===== src/rtl/vfd_mux_seq.sv =====
module vfd_mux_seq #(
  parameter int SLOT_CLKS    = 400,
  parameter int SLOTS_WIDE   = 96,
  parameter int SLOTS_NARROW = 48,
  parameter int BLINK_SHIFT  = 21,
  parameter int PUMP_DIV     = 8,
  parameter int FIL_DIV      = 4000
) (
  input  logic                          clk,
  input  logic                          rst_n,
  input  logic                          cfg_run,
  input  logic                          cfg_blink_slow,
  input  logic                          cfg_sync,
  input  logic                          cfg_wide,
  input  logic                          test_mode,
  input  logic                          pump_sq_en,
  input  logic                          fil1_en,
  input  logic                          fil2_en,
  output logic [$clog2(SLOTS_WIDE)-1:0] slot_idx,
  output logic                          slot_strobe,
  output logic                          blank,
  output logic                          pump_clk,
  output logic                          fil_phase1,
  output logic                          fil_phase2,
  output logic                          blink_phase
);
  localparam int CNT_W  = $clog2(SLOT_CLKS);
  localparam int IDX_W  = $clog2(SLOTS_WIDE);
  localparam int BLK_W  = BLINK_SHIFT + 1;
  localparam int PUMP_W = $clog2(PUMP_DIV);
  localparam int FIL_W  = $clog2(FIL_DIV);

  logic             active, wake_blank;
  logic [CNT_W-1:0] slot_cnt;
  logic [BLK_W-1:0] blink_cnt;
  logic [PUMP_W-1:0] pump_cnt;
  logic [FIL_W-1:0] fil_cnt;
  logic             pump_q, fil_q;

  wire run_req    = cfg_run | test_mode;
  wire wake       = !active && run_req;
  wire period_end = active && (slot_cnt == CNT_W'(SLOT_CLKS - 1));
  wire [IDX_W-1:0] last_slot = cfg_wide ? IDX_W'(SLOTS_WIDE - 1) : IDX_W'(SLOTS_NARROW - 1);
  wire at_last    = slot_idx >= last_slot;
  wire blink_end  = active && (cfg_blink_slow ? (blink_cnt == {BLK_W{1'b1}})
                                              : (blink_cnt >= BLK_W'((1 << BLINK_SHIFT) - 1)));
  wire pump_tick  = pump_cnt == PUMP_W'(PUMP_DIV / 2 - 1);
  wire fil_tick   = fil_cnt == FIL_W'(FIL_DIV / 2 - 1);

  always_ff @(posedge clk or negedge rst_n) begin
    if (!rst_n) begin
      active     <= 1'b0;
      wake_blank <= 1'b0;
      slot_cnt   <= '0;
      slot_idx   <= '0;
    end else begin
      if (wake) begin
        active     <= 1'b1;
        wake_blank <= 1'b1;
        slot_cnt   <= '0;
        slot_idx   <= '0;
      end else if (active) begin
        slot_cnt <= period_end ? '0 : slot_cnt + 1'b1;
        if (period_end) begin
          slot_idx <= at_last ? '0 : slot_idx + 1'b1;
          if (at_last) wake_blank <= 1'b0;
          if (!run_req) active <= 1'b0;
        end
      end
      if (cfg_sync) begin
        slot_cnt <= '0;
        slot_idx <= '0;
      end
    end
  end

  always_ff @(posedge clk or negedge rst_n) begin
    if (!rst_n) begin
      blink_cnt   <= '0;
      blink_phase <= 1'b0;
    end else if (wake || cfg_sync) begin
      blink_cnt   <= '0;
      blink_phase <= 1'b0;
    end else if (blink_end) begin
      blink_cnt   <= '0;
      blink_phase <= !blink_phase;
    end else if (active) begin
      blink_cnt <= blink_cnt + 1'b1;
    end
  end

  always_ff @(posedge clk or negedge rst_n) begin
    if (!rst_n) begin
      pump_cnt <= '0;
      pump_q   <= 1'b0;
      fil_cnt  <= '0;
      fil_q    <= 1'b0;
    end else if (wake) begin
      pump_cnt <= '0;
      pump_q   <= 1'b0;
      fil_cnt  <= '0;
      fil_q    <= 1'b0;
    end else if (active) begin
      pump_cnt <= pump_tick ? '0 : pump_cnt + 1'b1;
      if (pump_tick) pump_q <= !pump_q;
      fil_cnt  <= fil_tick ? '0 : fil_cnt + 1'b1;
      if (fil_tick) fil_q <= !fil_q;
    end
  end

  assign slot_strobe = period_end;
  assign blank       = !active || wake_blank;
  assign pump_clk    = active && pump_sq_en && pump_q;
  assign fil_phase1  = active && fil1_en && fil_q;
  assign fil_phase2  = active && fil2_en && !fil_q;
endmodule


===== config.mk =====
export PLATFORM = sky130hd
export DESIGN_NAME = vfd_mux_seq
export DESIGN_NICKNAME = d
export VERILOG_FILES = /design/src/rtl/vfd_mux_seq.sv
export SDC_FILE = /design/constraint.sdc
export NUM_CORES = 1
export LEC_CHECK = 0
export BUFFER_PORTS_ARGS = -buffer_cell sky130_fd_sc_hd__buf_2
export CAP_MARGIN = 20
export CORE_ASPECT_RATIO = 1.2
export CORE_MARGIN = 4
export CORE_UTILIZATION = 53
export DETAILED_ROUTE_END_ITERATION = 10
export HOLD_SLACK_MARGIN = 0.03
export PLACE_DENSITY = 0.71
export SYNTH_ARGS = -nofsm -noshare
export SYNTH_HDL_FRONTEND = slang
export SYNTH_SLANG_ARGS = --single-unit
export TNS_END_PERCENT = 5

===== constraint.sdc =====
create_clock -name clk -period 2.6 [get_ports clk]
set_clock_uncertainty 0.05 [all_clocks]
set_input_delay 0.13 -clock clk [delete_from_list [all_inputs] [get_ports clk]]
set_output_delay 0.13 -clock clk [all_outputs]
set_load 0.02 [all_outputs]

==> out/qor.yml <==
status: "finished, final reports clean"
ant_nets: 0
maxSlewHeadroom_pct: 46.1
syn_area_per_cell_sq_um: 9.09
io_pins: 23
initial_core_util_pct: 54.1
coreArea_sq_um: 6010
cp.required_ns: 2.76
place_congestion: 0.831
seq_area_frac_synth_pct: 44.6
peakVddDrop_uv: 265
grt_overflow: 0
power_frac_clock_pct: 38.5
grt_pass1_wl_um: 12000
n_antenna_cell: 0
io_buffer_count: 22
rows: 31
worst_slew_pin_slew_ns: 0.809
yosysUniqueCellTypes: 54
final_cells: 470
cts-resized-gates: 0
crit_type: "reg -> reg"
final_common_cell: "dfrtp_1"
ys_ff_latch: 58
syn_nets: 376
clock_tree.buffer_depth: 2
drt_wl_total_um: 6690
setup_viol: 0
cp-start-kind: "register"
areaGrowthSynthToFinish_pct: 10.6
first_pass_iters: 5
setup_tns_ns: 0
die_h_um: 93.8
maxSlewViolCount: 0
finalNetCount: 404
synth-main-ff-cell: "dfrtp_1"
post-route-period-util_pct: 83.7
multi_input_area_sq_um: 1710
fillers: 536
die-width_um: 79.5
synth_area_sq_um: 3250
hold_viol_final: 0
p_sw_mw: 0.394
clock_latency_ns: 0.33
period_needed_ns: 2.18
p_comb_share_pct: 6.2
clock-sinks: 58
ys_async_sr_fraction_pct: 100
setup_slack_ns: 0.423
internal_power_mw: 1.28
cts_max_level: 3
p_per_area_nw_per_um2: 465
path_max_fanout: 34
place_inst: 455
synthCells: 358
final_area_sq_um: 3600
grt_antenna_before_repair: 0
track_usage_pct: 20.2
grt_max_degree: 59
tritoncts: "yes"
hold_class: "in -> reg"
rsz0062_at_grt: "false"
grt_pass1_vias: 2675
drive_above_1_share_pct: 13.4
place_ws_ns: 0.444
clk_pin_slew_ns: 0.06
synth_warnings: 0
arrival_ns: 2.34
viasPerCell: 5.87
clock-root-buffer: "clkbuf_8"
cap_violations: 0
swShare_pct: 23.6
power_leakage_nw: 1.62
dp_hpwl_um: 4590
drc_errors: 0
placed_area_sq_um: 3440
cp-end-kind: "register"
synth_edf_count: 0
seq_area_sq_um: 1450
die_area_sq_um: 7460
numCtsBuffers: 9
final_cell_mix: "dfrtp_1, nand2_1, nor2_1, o21ai_0, buf_2"
drtIter0Drc: 116
pwr-share-seq_pct: 55.3
fmaxAchievable_mhz: 459
wire_per_inst_um: 14.2
dr_total_vias: 2760
==> final timing paths <==
| path | depth (start not counted) | to | slack (ns) | startpoint |
|---|---|---|---|---|
| max | 6 | blink_cnt[15] | 0.42 | blink_cnt[0] |
| min | 3 | active | 0.04 | cfg_run |
| max reg2reg | 6 | blink_cnt[15] | 0.42 | blink_cnt[0] |
| min reg2reg | 1 | pump_cnt[2] | 0.43 | pump_cnt[2] |
| max in group asynchronous | 3 | slot_cnt[3] | 1.57 | rst_n |
| min in group asynchronous | 3 | fil_cnt[6] | 0.42 | rst_n |
==> repair_timing <==
action	CTS	global route
hold buffers	2	0
endpoints found under the hold margin	59	0
setup buffers	0	0
==> cells in the mapped netlist, types with 2 or more instances <==
library cell | n | area, sq um
o31ai_1 | 3 | 22.5
xnor2_1 | 4 | 35.0
nor2_1 | 28 | 105
nand4_1 | 9 | 56.3
xor2_1 | 5 | 43.8
o21ai_0 | 28 | 140
nor3b_1 | 2 | 15.0
and4_1 | 2 | 17.5
buf_2 | 4 | 20.0
and3_1 | 11 | 68.8
or2_2 | 2 | 12.5
a22o_1 | 4 | 35.0
and2b_1 | 2 | 15.0
nor3_1 | 8 | 40.0
a21oi_1 | 19 | 95.1
nor3_2 | 2 | 20.0
a21o_1 | 5 | 37.5
o21ai_1 | 6 | 30.0
buf_6 | 2 | 22.5
nor4_1 | 5 | 31.3
a31oi_1 | 15 | 93.8
nand2b_1 | 5 | 31.3
nand2_1 | 49 | 184
o41ai_1 | 4 | 35.0
o2bb2ai_1 | 2 | 17.5
and2_1 | 4 | 25.0
clkbuf_1 | 4 | 15.0
dfrtp_1 | 58 | 1450
ha_1 | 8 | 100
inv_1 | 9 | 33.8
nand3_1 | 19 | 95.1
a41oi_1 | 4 | 35.0
a32o_1 | 3 | 30.0
mux2i_1 | 3 | 30.0
==> state kept, by name, indices dropped and copies added, names as in the netlist <==
register,flops
blink_cnt,22
slot_cnt,9
pump_cnt,3
slot_idx,7
fil_q,1
fil_cnt,12
active,1
wake_blank,1
pump_q,1
blink_phase,1
==> stage by stage <==
step / utilization (%) / power (mW) / hold WS [ns]
finish: 59.9 / 1.67 / 0.0416
global route: 59.9 / 1.75 / 0.0592
CTS: 59.9 / 1.69 / 0.0301
detailed placement: 57.2 / 1.04 / 0.276
global placement: 57.2 / 1.04 / 0.279
floorplan: - / 1.00 / -0.216
==> cell families after synthesis <==
group / after synthesis / synth area share, %
AO/OA/AOI/OAI: 102 / 20.8
XOR/XNOR: 9 / 2.42
adder cells (fa/ha/maj): 8 / 3.08
buffers and inverters: 21 / 3.19
flip-flops: 58 / 44.6
multiplexers: 4 / 1.27
AND/OR/NAND/NOR: 156 / 24.6
==> layout make-up <==
class | count | area share, %
Clock inverter | 1 | 0.139
Sequential cell | 58 | 40.3
Clock buffer | 12 | 3.75
Inverter | 9 | 0.938
Multi-Input combinational cell | 279 | 47.4
Tap cell | 82 | 2.85
Timing Repair Buffer | 29 | 4.66
==> per-layer routing <==
| layer | global-route usage, % | wire (um) | vias up |
|---|---|---|---|
| met1 | 25.3 | 3050 | 1321 |
| li1 | - | - | 1372 |
| met5 | 0 | 0 | - |
| met2 | 33.4 | 3250 | 55 |
| met4 | 9.89 | 128 | 0 |
| met3 | 3.84 | 262 | 12 |
==> power by group through the flow <==
stage / Sequential, mW / Combinational, mW / Clock (mW)
finish: 0.925 / 0.104 / 0.645
global route: 0.926 / 0.120 / 0.705
CTS: 0.925 / 0.107 / 0.662
detailed placement: 0.941 / 0.104 / 0
global placement: 0.941 / 0.101 / 0
floorplan: 0.942 / 0.0575 / 0
==> worst max-delay path, cell delays in order, from the launching register on <==
cell and delay [ns]:
dfrtp_1 0.39, ha_1 0.21, nand3_2 0.18, nor3_4 0.37, a31oi_4 0.38, a21o_1 0.27
a22o_1 0.22
Note: power is estimated with default switching activity, not from simulation.
